$ cat config.mk
export PLATFORM = sky130hd
export DESIGN_NAME = fetch_redirect_unit
export DESIGN_NICKNAME = d
export VERILOG_FILES = /design/src/rtl/frx_pkg.sv /design/src/rtl/frx_ex_track.sv /design/src/rtl/frx_sel.sv /design/src/rtl/frx_pc_gen.sv /design/src/rtl/frx_nop_inject.sv /design/src/rtl/fetch_redirect_unit.sv
export SDC_FILE = /design/constraint.sdc
export NUM_CORES = 1
export LEC_CHECK = 0
export BUFFER_PORTS_ARGS = -buffer_cell sky130_fd_sc_hd__buf_2
export CAP_MARGIN = 20
export CELL_PAD_IN_SITES_DETAIL_PLACEMENT = 1
export CELL_PAD_IN_SITES_GLOBAL_PLACEMENT = 1
export CORE_MARGIN = 1
export CORE_UTILIZATION = 38
export DETAILED_ROUTE_END_ITERATION = 10
export PLACE_DENSITY = 0.94
export SYNTH_ARGS = -nofsm -noshare
export SYNTH_HDL_FRONTEND = slang
export SYNTH_SLANG_ARGS = --single-unit
$ cat constraint.sdc
create_clock -name clk -period 7.9 [get_ports clk]
set_input_delay 1.975 -clock clk [delete_from_list [all_inputs] [get_ports clk]]
set_output_delay 1.975 -clock clk [all_outputs]
set_load 0.03 [all_outputs]
$ cat src/rtl/frx_pkg.sv
package frx_pkg;

   typedef enum logic [1:0] {
      CLS_OTHER  = 2'd0,
      CLS_BRANCH = 2'd1,
      CLS_JAL    = 2'd2,
      CLS_JALR   = 2'd3
   } ctl_cls_e;

   typedef enum logic [2:0] {
      NXT_BOOT  = 3'd0,
      NXT_REDIR = 3'd1,
      NXT_JAL   = 3'd2,
      NXT_HOLD  = 3'd3,
      NXT_SEQ   = 3'd4
   } nxt_sel_e;

   localparam int          INSN_W   = 32;
   localparam logic [31:0] NOP_WORD = 32'h0000_0013;

endpackage

$ cat src/rtl/frx_ex_track.sv
module frx_ex_track
   import frx_pkg::*;
(
   input  logic     clk,
   input  logic     rst_n,
   input  ctl_cls_e dec_cls,
   input  logic     dec_kill,
   output logic     ex_is_branch,
   output logic     ex_is_jalr
);

   ctl_cls_e ex_cls_q;

   always_ff @(posedge clk or negedge rst_n) begin
      if (!rst_n) begin
         ex_cls_q <= CLS_OTHER;
      end else begin
         ex_cls_q <= dec_kill ? CLS_OTHER : dec_cls;
      end
   end

   assign ex_is_branch = (ex_cls_q == CLS_BRANCH);
   assign ex_is_jalr   = (ex_cls_q == CLS_JALR);

endmodule

$ cat src/rtl/frx_sel.sv
module frx_sel
   import frx_pkg::*;
(
   input  logic     rst_n,
   input  logic     ex_is_branch,
   input  logic     ex_is_jalr,
   input  logic     ex_taken,
   input  ctl_cls_e dec_cls,
   output nxt_sel_e sel,
   output logic     dec_kill,
   output logic     pc_hold
);

   logic redirect;
   logic hold;
   logic jal_live;

   assign redirect = ex_is_jalr | (ex_is_branch & ex_taken);
   assign hold     = ex_is_branch & ~ex_taken;
   assign dec_kill = ~rst_n | ex_is_branch | ex_is_jalr;
   assign jal_live = ~dec_kill & (dec_cls == CLS_JAL);

   always_comb begin
      if (!rst_n)        sel = NXT_BOOT;
      else if (redirect) sel = NXT_REDIR;
      else if (jal_live) sel = NXT_JAL;
      else if (hold)     sel = NXT_HOLD;
      else               sel = NXT_SEQ;
   end

   assign pc_hold = (sel == NXT_HOLD);

endmodule

$ cat src/rtl/frx_pc_gen.sv
module frx_pc_gen
   import frx_pkg::*;
#(
   parameter int             XLEN        = 32,
   parameter int             JIMM_W      = 21,
   parameter logic [XLEN-1:0] BOOT_ADDR  = 32'h4000_0000,
   parameter bit             HOLD_BY_SUB = 1'b1
) (
   input  logic              clk,
   input  logic              rst_n,
   input  nxt_sel_e          sel,
   input  logic [JIMM_W-1:0] jal_imm,
   input  logic [XLEN-1:0]   ex_target,
   input  logic              ex_is_jalr,
   output logic [XLEN-1:0]   next_pc,
   output logic [XLEN-1:0]   pc_q
);

   localparam logic [XLEN-1:0] STEP  = XLEN'(4);
   localparam int              EXT_W = XLEN - JIMM_W;

   logic [XLEN-1:0] pc_plus4;
   logic [XLEN-1:0] jal_tgt;
   logic [XLEN-1:0] redir_tgt;
   logic [XLEN-1:0] hold_pc;
   logic [XLEN-1:0] imm_ext;

   assign pc_plus4  = pc_q + STEP;
   assign imm_ext   = {{EXT_W{jal_imm[JIMM_W-1]}}, jal_imm};
   assign jal_tgt   = pc_q + imm_ext;
   assign redir_tgt = ex_is_jalr ? {ex_target[XLEN-1:1], 1'b0} : ex_target;

   generate
      if (HOLD_BY_SUB) begin : g_hold_sub
         assign hold_pc = pc_plus4 - STEP;
      end else begin : g_hold_copy
         assign hold_pc = pc_q;
      end
   endgenerate

   always_comb begin
      unique case (sel)
         NXT_BOOT:  next_pc = BOOT_ADDR;
         NXT_REDIR: next_pc = redir_tgt;
         NXT_JAL:   next_pc = jal_tgt;
         NXT_HOLD:  next_pc = hold_pc;
         default:   next_pc = pc_plus4;
      endcase
   end

   always_ff @(posedge clk or negedge rst_n) begin
      if (!rst_n) begin
         pc_q <= BOOT_ADDR;
      end else begin
         pc_q <= next_pc;
      end
   end

endmodule

$ cat src/rtl/frx_nop_inject.sv
module frx_nop_inject
   import frx_pkg::*;
(
   input  logic              dec_kill,
   input  logic [INSN_W-1:0] raw,
   output logic [INSN_W-1:0] insn
);

   assign insn = dec_kill ? NOP_WORD : raw;

endmodule

$ cat src/rtl/fetch_redirect_unit.sv
module fetch_redirect_unit
   import frx_pkg::*;
#(
   parameter int              XLEN        = 32,
   parameter int              JIMM_W      = 21,
   parameter logic [XLEN-1:0] BOOT_ADDR   = 32'h4000_0000,
   parameter bit              HOLD_BY_SUB = 1'b1
) (
   input  logic              clk,
   input  logic              rst_n,
   input  logic [1:0]        dec_class,
   input  logic [JIMM_W-1:0] dec_jal_imm,
   input  logic [31:0]       dec_insn_raw,
   input  logic              ex_br_taken,
   input  logic [XLEN-1:0]   ex_target,
   output logic [XLEN-1:0]   imem_addr,
   output logic [XLEN-1:0]   fetch_pc,
   output logic              dec_kill,
   output logic [31:0]       dec_insn,
   output logic              pc_hold
);

   generate
      if (JIMM_W < 2 || XLEN <= JIMM_W) begin : g_bad_width
         $error("fetch_redirect_unit: JIMM_W must be >= 2 and below XLEN");
      end
      if (BOOT_ADDR[1:0] != 2'b00) begin : g_bad_boot
         $error("fetch_redirect_unit: BOOT_ADDR must be word aligned");
      end
   endgenerate

   ctl_cls_e dec_cls;
   nxt_sel_e sel;
   logic     ex_is_branch;
   logic     ex_is_jalr;

   assign dec_cls = ctl_cls_e'(dec_class);

   frx_ex_track u_ex_track (
      .clk          (clk),
      .rst_n        (rst_n),
      .dec_cls      (dec_cls),
      .dec_kill     (dec_kill),
      .ex_is_branch (ex_is_branch),
      .ex_is_jalr   (ex_is_jalr)
   );

   frx_sel u_sel (
      .rst_n        (rst_n),
      .ex_is_branch (ex_is_branch),
      .ex_is_jalr   (ex_is_jalr),
      .ex_taken     (ex_br_taken),
      .dec_cls      (dec_cls),
      .sel          (sel),
      .dec_kill     (dec_kill),
      .pc_hold      (pc_hold)
   );

   frx_pc_gen #(
      .XLEN        (XLEN),
      .JIMM_W      (JIMM_W),
      .BOOT_ADDR   (BOOT_ADDR),
      .HOLD_BY_SUB (HOLD_BY_SUB)
   ) u_pc_gen (
      .clk        (clk),
      .rst_n      (rst_n),
      .sel        (sel),
      .jal_imm    (dec_jal_imm),
      .ex_target  (ex_target),
      .ex_is_jalr (ex_is_jalr),
      .next_pc    (imem_addr),
      .pc_q       (fetch_pc)
   );

   frx_nop_inject u_nop (
      .dec_kill (dec_kill),
      .raw      (dec_insn_raw),
      .insn     (dec_insn)
   );

endmodule

==> impl_metrics.json <==
{
  "seq_area_frac_synth_pct": 17.4,
  "grt_max_degree": 44,
  "synth_nets": 779,
  "synth.distinct_cells": 73,
  "final_area_mm2": 0.00615,
  "die_w_um": 116,
  "leakagePower_nw": 2.92,
  "antenna_found_initial": 1,
  "stdcell_count": 1000,
  "clock_latency_ns": 0.30,
  "dp_hpwl_um": 15800,
  "cts-root-buf": "clkbuf_16",
  "vias": 6150,
  "tightestPinTransition_ns": 0.950,
  "synth_edf_count": 0,
  "drc_errors": 0,
  "setup_viol": 0,
  "postCtsSetupBuffers": 0,
  "hold_depth": 1,
  "synth_top_cell_by_area": "dfrtp_1",
  "syn_area_per_cell_um2": 7.48,
  "cts_tree": "built",
  "worstPathMaxFanout": 3,
  "pin_count": 188,
  "hold_class": "reg -> reg",
  "synth_seq_cells": 34,
  "fmax_mhz": 142,
  "layout.nets": 949,
  "worstHoldEndpoint": "u_pc_gen.pc_q[0]",
  "cts.clk_slew.worst_paths_ns": 0.06,
  "cts_resized": 0,
  "htreeDepth": 2,
  "wl_per_cell_um": 20.8,
  "area_delta_synth_final_pct": 25.3,
  "hold_slack_ns": 0.635,
  "clock_sink_count": 34,
  "maxCapViolations": 0,
  "cp_data_arrival_time_ns": 5.05,
  "start_kind": "input pin",
  "r2r_setup_slack_ns": 3.72,
  "crit_required_ns": 5.93,
  "ctsLongestPathBuffers": 2,
  "postCtsHoldBufs": 0,
  "ff2ff_path_depth": 10,
  "gp_congestion": 0.937,
  "dr.first_iter.drc_count": 435,
  "yosys-top-cells-area": "dfrtp_1 (17%), ha_1 (8.2%), xnor2_1 (7.5%)",
  "end_kind": "output port",
  "yosysWarnings": 0,
  "fin_crit_ns": 7.03,
  "min-delay-start": "u_pc_gen.pc_q[0]",
  "die_area_mm2": 0.0134,
  "netlist_area_mm2": 0.00491,
  "ant_nets": 0,
  "syn_inst": 656,
  "r2r-end": "u_pc_gen.pc_q[26]",
  "grt_overflow": 0,
  "ir_worst_vdd_uv": 81.7,
  "async_flop_share_pct": 100,
  "row_count": 41,
  "dp_cells": 991,
  "period_share_pct": 89.0,
  "grt_pass1_wl_um": 32000,
  "io_buffers": 187,
  "fin_skew_ns": 0.00784,
  "fin_ws_ns": 0.873,
  "drive_gt1_share_pct": 26.6,
  "status": "finished clean",
  "firstDrtPassIters": 5,
  "avgViaCountPerCell": 6.15,
  "crit_type": "in -> out",
  "synth_ff_type": "dfrtp_1",
  "synthDominantCellAreaShare_pct": 16.8,
  "first_global_vias": 6295,
  "hold_violations": 0,
  "pre_cts_ws_ns": 0.940,
  "die_y_um": 116,
  "power_density_mw_per_mm2": 175,
  "core_area_mm2": 0.0126,
  "place_area_mm2": 0.00600,
  "start_util_pct": 38.9,
  "rsz0062_at_grt": "false",
  "numCtsBuffers": 5,
  "setup_tns_ns": 0,
  "slew_viol_final": 0,
  "wl_um": 20800,
  "track_usage_pct": 31.3,
  "slew_headroom_pct": 36.6,
  "rr_startpoint": "u_pc_gen.pc_q[2]"
}
## cells in the final DEF, fill, tap and decap left out, types with 14 or more instances in the layout
cell,netlist,layout
nor2_1,45,44
nand2_1,46,46
dfrtp_1,33,33
a21o_1,15,15
xnor2_1,42,42
inv_1,17,17
nor3_1,14,14
and3_1,15,15
and2_1,40,40
nand3_1,36,36
a21oi_1,54,54
buf_2,6,187
ha_1,32,32
o21ai_0,30,30
xor2_1,21,21
## area by class of cell
class,count,area [um^2]
well taps,172,215
clock inverters,1,5.00
multi-input cells,570,3850
flip-flops and latches,34,852
fillers,1694,6470
inverters,17,63.8
clock buffers,7,143
diodes,1,2.50
repair buffers,198,1020
## where the power goes
group	switching, mW	internal, mW
logic	0.386	0.219
clock network	0.0913	0.126
registers	0.0570	0.196
total	0.534	0.541
## how the worst max path moves through the flow
stage,end,start,slack (ns),depth (start not counted)
final,imem_addr[30],dec_jal_imm[0],0.87,14
after global routing,imem_addr[30],dec_jal_imm[8],0.67,12
after CTS,imem_addr[30],dec_jal_imm[0],0.90,14
after detailed placement,imem_addr[30],dec_jal_imm[0],0.94,14
after global placement,imem_addr[30],dec_jal_imm[0],1.02,14
after floorplan,imem_addr[18],dec_jal_imm[0],1.37,12
## state kept, by name, indices dropped and copies added, names as in the netlist
signal	cells
u_ex_track.ex_cls_q	2
u_pc_gen.pc_q	32
## critical path: stages
cell and delay, ns:
buf_2 0.10, ha_1 0.21, inv_1 0.08, fa_1 0.20, nand2b_1 0.18, a211oi_1 0.12, o2111ai_1 0.28, nand3b_1 0.16
a31oi_1 0.46, nor3_1 0.11, a2111oi_0 0.52, xor2_1 0.15, o211ai_1 0.25, buf_2 0.24
## stage by stage
| step | power [mW] | util [%] |
|---|---|---|
| 2_1_floorplan | 0.668 | - |
| 3_3_place_gp | 0.830 | 47.5 |
| 3_5_place_dp | 0.848 | 47.5 |
| 4_1_cts | 1.07 | 48.7 |
| 5_1_grt | 1.13 | 48.7 |
| 6_report | 1.07 | 48.7 |
## synthesized netlist by cell type (6+ instances only)
master and instances:
xor2_1 21, and3_1 15, nand4_1 11, a211oi_1 8, inv_1 17, dfrtp_1 33
a31oi_1 10, xnor2_1 42, a221o_1 7, nand2b_1 9, o21ai_0 30, a21o_1 15
nor3_1 14, o22ai_1 7, nand2_1 46, a221oi_1 10, o211ai_1 9, a21oi_1 54
a22oi_1 6, nand3_1 36, nor4_1 7, o21a_1 6, buf_2 6, nor2_1 45
clkbuf_1 23, and2_1 40, ha_1 32
## layer usage
layer | vias to the layer above | share of wire, % | GRT usage (%)
met2 | 311 | 47 | 54.5
met3 | 74 | 6.9 | 5.39
met5 | - | 0 | 0
met1 | 2955 | 41 | 37.3
met4 | 0 | 4.3 | 15.2
li1 | 2810 | - | -
## kinds of logic after synthesis
kind of cell             count (synthesis)  share of synthesized area (%)
AO/OA/AOI/OAI                          213                           29.2
multiplexers                             4                          0.816
buffers and inverters                   52                           4.31
flip-flops                              34                           17.4
XOR/XNOR                                63                           11.2
AND/OR/NAND/NOR                        257                           28.5
adder cells (fa/ha/maj)                 33                           8.57
Power figures use the tool's default switching activity.
